### src/rtl/kp_uart_pkg.sv
package kp_uart_pkg;

  // Rounded clock-to-bit divisor.
  function automatic int baud_divisor(input int clk_hz, input int baud);
    return (clk_hz + baud / 2) / baud;
  endfunction

  function automatic bit baud_supported(input int baud);
    return (baud == 9600) || (baud == 19200) || (baud == 38400) || (baud == 57600);
  endfunction

  // Parity bit that makes the data+parity ones count odd (odd=1) or even (odd=0).
  function automatic logic parity_bit(input logic [7:0] word, input int nbits, input bit odd);
    logic p;
    p = odd;
    for (int i = 0; i < 8; i++) begin
      if (i < nbits) p = p ^ word[i];
    end
    return p;
  endfunction

endpackage

### src/rtl/kp_sync.sv
module kp_sync #(
  parameter int          W       = 1,
  parameter int          STAGES  = 2,
  parameter logic [W-1:0] RST_VAL = '0
) (
  input  logic         clk,
  input  logic         rst,
  input  logic [W-1:0] din,
  output logic [W-1:0] dout
);
  logic [STAGES-1:0][W-1:0] stage_q;

  always_ff @(posedge clk) begin
    if (rst) stage_q[0] <= RST_VAL;
    else     stage_q[0] <= din;
  end

  for (genvar s = 1; s < STAGES; s++) begin : g_stage
    always_ff @(posedge clk) begin
      if (rst) stage_q[s] <= RST_VAL;
      else     stage_q[s] <= stage_q[s-1];
    end
  end

  assign dout = stage_q[STAGES-1];
endmodule

### src/rtl/kp_baud_tick.sv
module kp_baud_tick #(
  parameter int DIV = 16
) (
  input  logic clk,
  input  logic rst,
  input  logic run,
  output logic tick
);
  localparam int CW = $clog2(DIV) + 1;
  localparam logic [CW-1:0] LAST = CW'(DIV - 1);

  logic [CW-1:0] cnt_q;

  always_ff @(posedge clk) begin
    if (rst || !run)       cnt_q <= '0;
    else if (cnt_q == LAST) cnt_q <= '0;
    else                   cnt_q <= cnt_q + 1'b1;
  end

  assign tick = run && (cnt_q == LAST);
endmodule

### src/rtl/kp_frame_tx.sv
module kp_frame_tx
  import kp_uart_pkg::*;
#(
  parameter int DATA_BITS  = 8,
  parameter bit ODD_PARITY = 1'b1
) (
  input  logic                 clk,
  input  logic                 rst,
  input  logic                 start,
  input  logic                 tick,
  input  logic [DATA_BITS-1:0] data,
  output logic                 tx,
  output logic                 busy
);
  localparam int FB = DATA_BITS + 3;
  localparam int BW = $clog2(FB);
  localparam logic [BW-1:0] LAST_BIT = BW'(FB - 1);

  logic [FB-1:0] shreg_q;
  logic [BW-1:0] bitn_q;
  logic          par;

  assign par = parity_bit(8'(data), DATA_BITS, ODD_PARITY);

  always_ff @(posedge clk) begin
    if (rst) begin
      shreg_q <= '1;
      bitn_q  <= '0;
      busy    <= 1'b0;
      tx      <= 1'b1;
    end else if (!busy) begin
      if (start) begin
        shreg_q <= {1'b1, par, data, 1'b0};
        bitn_q  <= '0;
        busy    <= 1'b1;
        tx      <= 1'b0;
      end
    end else if (tick) begin
      if (bitn_q == LAST_BIT) begin
        busy <= 1'b0;
        tx   <= 1'b1;
      end else begin
        shreg_q <= {1'b1, shreg_q[FB-1:1]};
        tx      <= shreg_q[1];
        bitn_q  <= bitn_q + 1'b1;
      end
    end
  end
endmodule

### src/rtl/kp_uart_tx.sv
module kp_uart_tx
  import kp_uart_pkg::*;
#(
  parameter int CLK_HZ     = 50_000_000,
  parameter int BAUD       = 9600,
  parameter int DATA_BITS  = 8,
  parameter bit ODD_PARITY = 1'b1,
  parameter int SYNC_STAGES = 2
) (
  input  logic                 clk,
  input  logic                 rst,
  input  logic [DATA_BITS-1:0] sw_data,
  input  logic                 send_btn_n,
  output logic                 tx_line,
  output logic                 tx_busy
);
  localparam int DIV       = baud_divisor(CLK_HZ, BAUD);
  localparam int FRAME_CYC = (DATA_BITS + 3) * DIV;

  if (!baud_supported(BAUD)) begin : g_bad_baud
    $error("kp_uart_tx: unsupported line rate");
  end
  if (DATA_BITS != 7 && DATA_BITS != 8) begin : g_bad_width
    $error("kp_uart_tx: data width must be 7 or 8");
  end

  logic                 btn_s;
  logic                 btn_prev_q;
  logic                 press_pulse;
  logic [DATA_BITS-1:0] sw_s;
  logic                 baud_tick;

  kp_sync #(.W(1), .STAGES(SYNC_STAGES), .RST_VAL(1'b1)) u_btn_sync (
    .clk(clk), .rst(rst), .din(send_btn_n), .dout(btn_s)
  );

  kp_sync #(.W(DATA_BITS), .STAGES(SYNC_STAGES), .RST_VAL('0)) u_sw_sync (
    .clk(clk), .rst(rst), .din(sw_data), .dout(sw_s)
  );

  always_ff @(posedge clk) begin
    if (rst) btn_prev_q <= 1'b1;
    else     btn_prev_q <= btn_s;
  end

  assign press_pulse = btn_prev_q & ~btn_s;

  kp_baud_tick #(.DIV(DIV)) u_tick (
    .clk(clk), .rst(rst), .run(tx_busy), .tick(baud_tick)
  );

  kp_frame_tx #(.DATA_BITS(DATA_BITS), .ODD_PARITY(ODD_PARITY)) u_frame (
    .clk(clk), .rst(rst), .start(press_pulse), .tick(baud_tick),
    .data(sw_s), .tx(tx_line), .busy(tx_busy)
  );
endmodule

### config.mk
export PLATFORM = sky130hd
export DESIGN_NAME = kp_uart_tx
export DESIGN_NICKNAME = d
export VERILOG_FILES = /design/src/rtl/kp_uart_pkg.sv /design/src/rtl/kp_sync.sv /design/src/rtl/kp_baud_tick.sv /design/src/rtl/kp_frame_tx.sv /design/src/rtl/kp_uart_tx.sv
export SDC_FILE = /design/constraint.sdc
export NUM_CORES = 1
export LEC_CHECK = 0
export ABC_AREA = 1
export BUFFER_PORTS_ARGS = -buffer_cell sky130_fd_sc_hd__clkbuf_2
export CAP_MARGIN = 20
export CELL_PAD_IN_SITES_DETAIL_PLACEMENT = 1
export CELL_PAD_IN_SITES_GLOBAL_PLACEMENT = 1
export CORE_UTILIZATION = 43
export DETAILED_ROUTE_END_ITERATION = 12
export PLACE_DENSITY = 0.89
export SKIP_LAST_GASP = 1
export SYNTH_ARGS = -nofsm -noshare
export SYNTH_HDL_FRONTEND = slang
export SYNTH_SLANG_ARGS = --single-unit
### constraint.sdc
create_clock -name clk -period 1.6 [get_ports clk]
set_input_delay 0 -clock clk [delete_from_list [all_inputs] [get_ports clk]]
set_output_delay 0 -clock clk [all_outputs]
set_load 0.005 [all_outputs]
==> results.md <==
* RSZ-0062 raised after global routing: true
* Detailed Route Iter0 Violations at 47
* Die ar. at just over 5000 sq um
* Synth cell count leaders: nand2_1 (75), dfxtp_1 (48), inv_1 (40)
* Slew HR at between 80 and 90%
* Final Cycle Share at between 90 and 100%
* Fillcell total at between 600 and 700
* Remaining Overflow, GRT at 0
* Count of final setup violators at 0
* Site Rows at 25
* DR pass1 iterations at 4
* Seq/Total Area, Yosys at 45.6%
* Crit Reg-Reg Endpoint: u_frame.shreg_q[6]
* Die height at between 70 and 80 um
* Worst min-delay path class: primary input to flip-flop
* Post-synth EDFFs at 0
* Layout area overhead at 17.9%
* CTS Buffer Depth at 2
* Ant diodes at 0
* FF-to-FF setup slack at roughly 0.11 ns
* Worst Setup End Kind: flip-flop
* Top post-synthesis cells by area: dfxtp_1 (46%), nand2_1 (13%), inv_1 (7.1%)
* Worst Clk Skew at 0.00463 ns
* Synth Register Bits at 48
* Reg clk slew, reported paths at ~0.08 ns
* First-pass GRT wire length at approximately 8400 um
* Final #Nets at 330
* Data arrival, critical path at 1.67 ns
* # IOs at 13
* Worst slew pin tran at 0.295 ns
* Count of different cell masters after synthesis at 32
* Final hold violations at 0
* Share of layout cells above drive strength 1 at ~16%
* Cells after Synth at 285
* Vias at ~1800
* Hold Path Origin: rst
* Synthesized Nets at between 200 and 300
* Final Power at ~0.0022 W
* Synth warnings at 0
* Mean Syn Cell Area at approximately 7.4 sq um
* Post-synth ARST share at 0%
* Chip width at roughly 72 um
* # clock sinks at 48
* Via density at approximately 4.7
* Hold Path Sink: u_sw_sync.stage_q[7]
* Max Freq at between 600 and 700 MHz
* Clock root buffer: clkbuf_8
* RePlAce Congestion at between 0.7 and 0.8
* Port buffer count at 12
* Status: completed
* Critical path type: flip-flop to flip-flop
* Core area at around 4700 sq um
* Max cap viols at 0
* Count leader, synth: nand2_1
* Cell taking the most area after synthesis: dfxtp_1
* DRT antenna net count at 0
* Final Core Density at between 50% and 60%
* TritonCTS clock tree: yes
* VDD IR-drop max at about 0.00056 V
* Synth Flop Type: dfxtp_1
* Largest net degree at the start of global routing at 22
* CP required at 1.78 ns
* Worst Reg-to-Reg Cells at 9
* Share of the synthesized area in the top cell type at a little under half
* CP max stage cell: dfxtp_4
* H-tree levels at 2
* R2R Path Start: u_tick.cnt_q[1]
* Worst hold stages at 3
* Static Leak at ~1.1 nW
* Clk_lat worst skew at between 0.2 and 0.3 ns
* Initial cell density of the core at 44.6%
* Critical path's largest stage delay at 0.37 ns
* Initial antenna violation count at 0
* Vias in the first global route at 1907
* Mapped cell area at between 2000 and 2500 sq um
* Slew Limit Fails at 0
* Min Clock Period, post-route at ~1.5 ns
* DRC at 0
* Wire per inst at between 10 and 15 um
* Final hold slack at 0.127 ns
* TritonCTS buffer count at 5
* Register Area at 966 sq um
* Global Route Usage Sum at about a fifth
* Worst Path Max Fanout at 8
* Power Density at around 900 nW/um^2
* Area of the multi-input gates at approximately 940 sq um
* Post-Route WL at between 4000 and 5000 um
* CP Cell Sequence: ha_4 -> nand2_1 -> nor2_4 -> nand3_4 -> nand2_4 -> nand3_4 -> buf_6 -> nand2_1 -> nand3_1
* Final HPWL DP at between 3000 and 4000 um
* CP Launch Type: flip-flop
## through the flow
stage / setup slack [ns] / TNS [ns] / cells / area (sq um)
detailed placement: 0.00579 / 0 / 365 / 2260
floorplan: 0.159 / 0 / 285 / 2110
finish: 0.106 / 0 / 384 / 2480
global route: -0.00876 / -0.00876 / 384 / 2480
global placement: 0.106 / 0 / 365 / 2260
CTS: 0.00515 / 0 / 382 / 2450
## cells by family (layout without fill, tap and decap cells)
| group | Yosys count | count (layout) | synth area share [%] |
|---|---|---|---|
| AND/OR/NAND/NOR | 147 | 147 | 31.7 |
| buffers and inverters | 52 | 84 | 10.5 |
| flip-flops | 48 | 48 | 45.6 |
| AO/OA/AOI/OAI | 30 | 30 | 8.37 |
| XOR/XNOR | 5 | 5 | 2.08 |
| adder cells (fa/ha/maj) | 3 | 3 | 1.78 |
## per-layer routing
layer  wire length [um]  global-route usage, %
met1               2210                   24.8
met3                 71                   4.17
met5                  0                      0
met4                 73                   7.84
met2               2600                   37.4
## critical path, delay by kind of cell, from the launching register on
kind | cells | cell delay (ns)
simple gates | 7 | 0.69
flops | 1 | 0.37
buf+inv | 1 | 0.17
fa+ha+maj | 1 | 0.15
## cell usage in the layout (no fill, tap or decap), types with 4 or more instances in the layout
master,instances
inv_2,5
buf_4,9
dfxtp_1,46
o21ai_0,12
nand2_1,74
nand4_1,4
dlygate4sd3_1,9
a21oi_1,8
clkbuf_2,12
nor2_1,33
nand3_1,18
inv_1,40
clkbuf_8,6
## state kept, by name, indices dropped and copies added (netlist names), 4 cells and up
name	flops
u_tick.cnt_q	14
u_sw_sync.dout	8
u_sw_sync.stage_q	8
u_frame.shreg_q	9
u_frame.bitn_q	4
## worst max-delay path by stage
stage,start,to,slack (ns),cells after the start
after floorplan,u_tick.cnt_q[0],u_frame.shreg_q[9],0.16,9
final,u_tick.cnt_q[1],u_frame.shreg_q[6],0.11,9
after detailed placement,u_tick.cnt_q[1],u_frame.shreg_q[9],0.006,9
after global routing,u_frame.bitn_q[0],u_frame.shreg_q[1],-0.009,9
after CTS,u_tick.cnt_q[0],u_frame.shreg_q[9],0.005,9
after global placement,u_tick.cnt_q[0],u_frame.shreg_q[9],0.11,9
## area by class of cell
class / count / share of cell area (%)
multi-input combinational: 185 / 37.9
clock inverter: 1 / 0.302
tap: 67 / 3.38
clock buffer: 7 / 3.48
inverter: 45 / 6.80
timing repair buffer: 31 / 9.22
sequential: 48 / 38.9
## power by group
group	internal, W	switching, W	total (W)
logic	0.000101	0.000139	0.000240
clock network	0.000351	0.000381	0.000732
registers	0.00124	0.0000300	0.00127
total	0.00170	0.000550	0.00225
## repair_timing
| item | CTS | global route |
|---|---|---|
| gates resized for setup | 3 | 5 |
| setup buffers | 0 | 2 |
| hold endpoints to repair | 9 | 0 |
| setup endpoints to repair | 8 | 17 |
| hold buffers | 9 | 0 |
| pin swaps | 0 | 2 |
(Power assumes the default switching activity.)
